**src/rtl/serial_rx_status.sv**
```systemverilog
module serial_rx_status #(
  parameter int OVS = 16
) (
  input  logic       clk,
  input  logic       rst_n,
  input  logic       rx_line,
  input  logic       tick16,
  input  logic       mask_in,
  input  logic [1:0] addr,
  input  logic       rd_en,
  input  logic       wr_en,
  input  logic [7:0] wdata,
  output logic [7:0] rdata,
  output logic       irq
);
  localparam int CW  = $clog2(OVS);
  localparam int IW  = $clog2(11 * OVS + 1);
  localparam int MID = OVS / 2;

  typedef enum logic [1:0] {HUNT, START, DATA, STOP} st_t;

  st_t           st;
  logic          s1, s2;
  logic [CW-1:0] cnt;
  logic [3:0]    bidx;
  logic [2:0]    vote;
  logic [8:0]    shf;
  logic          nz;
  logic [7:0]    dreg;
  logic          en, nine, rx_ie, idle_ie, r8;
  logic          full, ovr, noise, ferr, idle;
  logic          armed, idle_arm;
  logic [IW-1:0] icnt;

  wire [CW:0]   snum      = {1'b0, cnt} + 1'b1;
  wire          bit_end   = tick16 && (st != HUNT) && (snum == (CW+1)'(OVS));
  wire          maj       = (vote[0] & vote[1]) | (vote[0] & vote[2]) | (vote[1] & vote[2]);
  wire          dis       = |vote & ~&vote;
  wire          clr       = rd_en && addr == 2'd1 && armed;
  wire          eff_full  = full && !clr;
  wire [3:0]    nbits     = nine ? 4'd9 : 4'd8;
  wire [IW-1:0] fticks    = nine ? IW'(11 * OVS) : IW'(10 * OVS);
  wire          done      = (st == STOP) && bit_end;
  wire          idle_ev   = en && tick16 && st == HUNT && s2 && idle_arm && icnt == fticks - IW'(1);

  always_ff @(posedge clk or negedge rst_n) begin
    if (!rst_n) begin
      s1 <= 1'b1; s2 <= 1'b1;
      st <= HUNT; cnt <= '0; bidx <= '0; vote <= '0;
      shf <= '0; nz <= 1'b0; icnt <= '0;
    end else begin
      s1 <= rx_line;
      s2 <= s1;
      if (!en) begin
        st <= HUNT; cnt <= '0; icnt <= '0;
      end else if (tick16) begin
        if (st == HUNT) begin
          if (!s2) begin
            st <= START; cnt <= CW'(1); bidx <= '0; shf <= '0; icnt <= '0;
          end else if (idle_arm) begin
            icnt <= icnt + 1'b1;
          end
        end else begin
          cnt <= bit_end ? '0 : cnt + 1'b1;
          if (snum == (CW+1)'(MID - 1)) vote[0] <= s2;
          if (snum == (CW+1)'(MID))     vote[1] <= s2;
          if (snum == (CW+1)'(MID + 1)) vote[2] <= s2;
          if (bit_end) begin
            case (st)
              START: begin
                if (maj) st <= HUNT;
                else begin st <= DATA; nz <= dis; end
              end
              DATA: begin
                shf[bidx] <= maj;
                nz <= nz | dis;
                bidx <= bidx + 1'b1;
                if (bidx == nbits - 4'd1) st <= STOP;
              end
              default: st <= HUNT;
            endcase
          end
        end
      end
    end
  end

  always_ff @(posedge clk or negedge rst_n) begin
    if (!rst_n) begin
      {full, ovr, noise, ferr, idle} <= '0;
      {idle_ie, rx_ie, nine, en} <= '0;
      dreg <= '0; r8 <= 1'b0; armed <= 1'b0; idle_arm <= 1'b0;
    end else begin
      if (rd_en && addr == 2'd0) armed <= 1'b1;
      else if (rd_en && addr == 2'd1) armed <= 1'b0;
      if (clr) {full, ovr, noise, ferr, idle} <= '0;
      if (done) begin
        idle_arm <= 1'b1;
        if (eff_full) ovr <= 1'b1;
        else begin
          full  <= 1'b1;
          dreg  <= shf[7:0];
          r8    <= nine & shf[8];
          noise <= nz | dis;
          ferr  <= !maj;
        end
      end
      if (idle_ev) begin
        idle <= 1'b1;
        idle_arm <= 1'b0;
      end
      if (wr_en && addr == 2'd2) {idle_ie, rx_ie, nine, en} <= wdata[3:0];
    end
  end

  always_comb begin
    case (addr)
      2'd0:    rdata = {3'b0, idle, ferr, noise, ovr, full};
      2'd1:    rdata = dreg;
      2'd2:    rdata = {3'b0, r8, idle_ie, rx_ie, nine, en};
      default: rdata = '0;
    endcase
  end

  assign irq = !mask_in && ((rx_ie && (full || ovr)) || (idle_ie && idle));

endmodule


```
**config.mk**
```make
export PLATFORM = sky130hd
export DESIGN_NAME = serial_rx_status
export DESIGN_NICKNAME = d
export VERILOG_FILES = /design/src/rtl/serial_rx_status.sv
export SDC_FILE = /design/constraint.sdc
export NUM_CORES = 1
export LEC_CHECK = 0
export BUFFER_PORTS_ARGS = -buffer_cell sky130_fd_sc_hd__clkbuf_2
export CAP_MARGIN = 20
export CORE_AREA = 5 5 100 102
export CTS_CLUSTER_DIAMETER = 40
export DETAILED_ROUTE_END_ITERATION = 8
export DIE_AREA = 0 0 105 107
export PLACE_DENSITY = 0.56
export SYNTH_ARGS = -nofsm -noshare
export SYNTH_HDL_FRONTEND = slang
export SYNTH_SLANG_ARGS = --single-unit
```
**constraint.sdc**
```tcl
create_clock -name clk -period 3 [get_ports clk]
set_input_delay 0.15 -clock clk [delete_from_list [all_inputs] [get_ports clk]]
set_output_delay 0.15 -clock clk [all_outputs]
set_load 0.01 [all_outputs]
```
==> results.json <==
{
  "num_vias": 2306,
  "synth.lib_cells_used.distinct": 50,
  "synthDominantCellAreaShare_pct": 42.0,
  "critical-path-max-stage-delay_ns": 0.56,
  "average_size_of_a_mapped_cell_sq_um": 9.90,
  "clkSinkCount": 53,
  "global_route.overflow_total": 0,
  "critical_path.endpoint_type": "register",
  "synthDominantAreaCellType": "sky130_fd_sc_hd__dfrtp_1",
  "crit_share_post_route_pct": 78.7,
  "cts.repair.resized": 0,
  "clock-skew-final_ns": 0.00701,
  "core_sq_um": 9020,
  "antenna_cells_inserted": 0,
  "failing_checks": "hold timing",
  "layout_min_cycle_time_ns": 2.36,
  "synth_cells": 307,
  "nNetsFinal": 356,
  "startpoint_type": "register",
  "post-dp-hpwl_mm": 4.67,
  "critical_path.startpoint": "st[0]",
  "cts_inserted_buffers": 5,
  "min_path_type": "in -> async",
  "synth-async-reset-ratio_pct": 100,
  "cts.path.max_buffers": 2,
  "number_of_global_route_vias_before_repair": 2291,
  "ys_ff_latch": 53,
  "floorplan.initialDensity_pct": 33.7,
  "portBuffers": 21,
  "area_growth_syn_to_layout_pct": 10.5,
  "cts_hold_buffers": 1,
  "finish.instance_area_sq_um": 3360,
  "number_of_enable_type_register_cells_in_the_synthesized_netlist": 0,
  "synth-warning-count": 0,
  "regToRegStartpoint": "st[0]",
  "pin_count": 26,
  "tritoncts": "yes",
  "cp_data_required_time_ns": 3.20,
  "grt_max_degree": 36,
  "vias_per_cell": 5.26,
  "cts.clk_slew.worst_paths_ns": 0.10,
  "netlist_top_cells_count": "sky130_fd_sc_hd__dfrtp_1, sky130_fd_sc_hd__nand2_1, sky130_fd_sc_hd__o21ai_0",
  "power.density_nw_per_um2": 450,
  "synth.cell_area_sq_um": 3040,
  "cts.repair_timing.setup_buffer_count": 0,
  "worstPathBufferInverterCount": 1,
  "drt_pre_antenna_iters": 4,
  "ff2ff_path_depth": 5,
  "dpl.cell_count": 429,
  "crit_chain": "inv_1 -> ha_1 -> and4b_2 -> o2111a_1 -> mux2_2",
  "pre_cts_ws_ns": 0.647,
  "timing.critical_path.arrival_ns": 2.56,
  "leakagePower_uw": 0.00150,
  "synthMostInstantiatedCell": "sky130_fd_sc_hd__dfrtp_1",
  "terminus_of_the_critical_flop_to_flop_path": "dreg[3]",
  "timing_worst_slew_pin_value_ns": 0.951,
  "number_of_max_slew_violations_in_the_final_report": 0,
  "fmaxAchievable_mhz": 423,
  "r2r_slack_ns": 0.64,
  "gp_congestion": 0.824,
  "grt_setup_unrepaired": "no",
  "synth_flop_cell": "sky130_fd_sc_hd__dfrtp_1",
  "final_cells": 438,
  "route.detailed.wl_per_inst_um": 14.7,
  "wire_length_of_the_first_global_routing_pass_mm": 11.2,
  "ctsHtreeMaxLevel": 2,
  "dieWidth_um": 105,
  "vdd_ir_drop_max_mv": 0.185,
  "finalSetupTns_ns": 0,
  "post_route_antenna_net_violation_count": 0,
  "yosysSeqAreaShare_pct": 43.7,
  "drt_iter0_markers": 111,
  "synth.area.top_cells": "sky130_fd_sc_hd__dfrtp_1, sky130_fd_sc_hd__mux2_2, sky130_fd_sc_hd__ha_1",
  "cts.root.buffer_cell": "sky130_fd_sc_hd__clkbuf_8",
  "timing.critical_path.max_delay_family": "compound AO/OA/AOI/OAI gates",
  "drc_violations_left": 0,
  "synth_fp_nets": 337,
  "floorplan.die_area_sq_um": 11200,
  "crit_path_top_delay_cell": "sky130_fd_sc_hd__o2111a_1",
  "rows": 35,
  "grt.total_usage_pct": 12.1,
  "worst_slew_margin_rel_pct": 36.6,
  "critPathMaxFanout": 13,
  "status": "finished, violations left",
  "hold_slack_ns": -0.0294,
  "placed_cell_area_sq_um": 3240,
  "timing_hold_violations_final": 31,
  "route.final.wire_length_mm": 6.46,
  "final_critical_path_setup_slack_ns": 0.638,
  "grt_antenna_before_repair": 0,
  "cap_viol_max_count": 0,
  "report.final.setup_viol": 0,
  "drive_above_1_share_pct": 17.1,
  "layout.filler_cells": 923,
  "worst_skew_pair.late_latency_ns": 0.30,
  "criticalPathCategory": "reg -> reg",
  "fp.dieH_um": 107
}
[cells in the final DEF (no fill, tap or decap), types with 5 or more instances in the layout]
| master | count |
|---|---|
| sky130_fd_sc_hd__a21oi_1 | 12 |
| sky130_fd_sc_hd__a41oi_1 | 7 |
| sky130_fd_sc_hd__and2_1 | 8 |
| sky130_fd_sc_hd__clkbuf_2 | 21 |
| sky130_fd_sc_hd__clkbuf_8 | 5 |
| sky130_fd_sc_hd__dfrtp_1 | 51 |
| sky130_fd_sc_hd__ha_1 | 13 |
| sky130_fd_sc_hd__inv_1 | 18 |
| sky130_fd_sc_hd__mux2_2 | 16 |
| sky130_fd_sc_hd__mux2i_1 | 15 |
| sky130_fd_sc_hd__nand2_1 | 28 |
| sky130_fd_sc_hd__nand3_1 | 14 |
| sky130_fd_sc_hd__nand4_1 | 5 |
| sky130_fd_sc_hd__nor2_1 | 8 |
| sky130_fd_sc_hd__nor2b_1 | 10 |
| sky130_fd_sc_hd__nor3_1 | 5 |
| sky130_fd_sc_hd__o21ai_0 | 22 |
| sky130_fd_sc_hd__o31ai_1 | 5 |
[per-stage QoR]
stage / utilization, % / total power, uW
floorplan: - / 959
global placement: 35.9 / 1030
detailed placement: 35.9 / 1040
CTS: 37.2 / 1530
global route: 37.2 / 1600
finish: 37.2 / 1510
[worst register-to-register path, cell delays in order, from the launching register on]
cell                       delay (ns)
sky130_fd_sc_hd__dfrtp_1         0.41
sky130_fd_sc_hd__inv_1           0.09
sky130_fd_sc_hd__ha_1            0.37
sky130_fd_sc_hd__and4b_2         0.42
sky130_fd_sc_hd__o2111a_1        0.56
sky130_fd_sc_hd__mux2_2          0.40
[per-layer routing]
layer / routed length [um] / part of all wire, % / vias up / track usage, %
met5: 0 / 0 / - / 0
met4: 48 / 0.74 / 0 / 2.47
met3: 233 / 3.6 / 4 / 2.59
met2: 3050 / 47 / 34 / 20.2
met1: 3120 / 48 / 1122 / 16.2
li1: - / - / 1146 / -
[power by group]
group / internal [uW] / switching [uW] / total, uW / leakage [uW]
logic: 82.5 / 120 / 202 / 0.000731
registers: 763 / 57.9 / 820 / 0.000710
clock network: 251 / 236 / 487 / 0.0000554
total: 1100 / 414 / 1510 / 0.00150
[cell families (layout without fill, tap and decap cells)]
| logic type | after synthesis | in the layout | synth area share [%] |
|---|---|---|---|
| AO/OA/AOI/OAI | 64 | 64 | 13.4 |
| XOR/XNOR | 2 | 2 | 0.576 |
| adder cells (fa/ha/maj) | 15 | 15 | 6.01 |
| buffers and inverters | 32 | 52 | 4.73 |
| flip-flops | 53 | 53 | 43.7 |
| multiplexers | 31 | 31 | 10.9 |
| AND/OR/NAND/NOR | 110 | 110 | 20.7 |
[flip-flops by register name, indices dropped and copies added (netlist names), 2 cells and up]
signal	flops
shf	9
dreg	8
icnt	8
bidx	4
cnt	4
vote	3
st	2
[final cells by class]
class	count	area, sq um	area share, %
Inverter	18	67.6	2.01
Clock buffer	6	72.6	2.16
Clock inverter	2	38.8	1.15
Tap cell	111	139	4.14
Sequential cell	53	1330	39.6
Multi-Input combinational cell	222	1570	46.6
Timing Repair Buffer	26	145	4.32
[how the worst max path moves through the flow]
| stage | endpoint | slack, ns | cells past startpoint |
|---|---|---|---|
| 4_1_cts | dreg[2] | 0.64 | 5 |
| 6_report | dreg[3] | 0.64 | 5 |
| 3_3_place_gp | dreg[6] | 0.71 | 5 |
| 2_1_floorplan | dreg[3] | 1.05 | 7 |
| 5_1_grt | bidx[0] | 0.43 | 6 |
| 3_5_place_dp | dreg[3] | 0.65 | 5 |
Power figures use the tool's default switching activity.
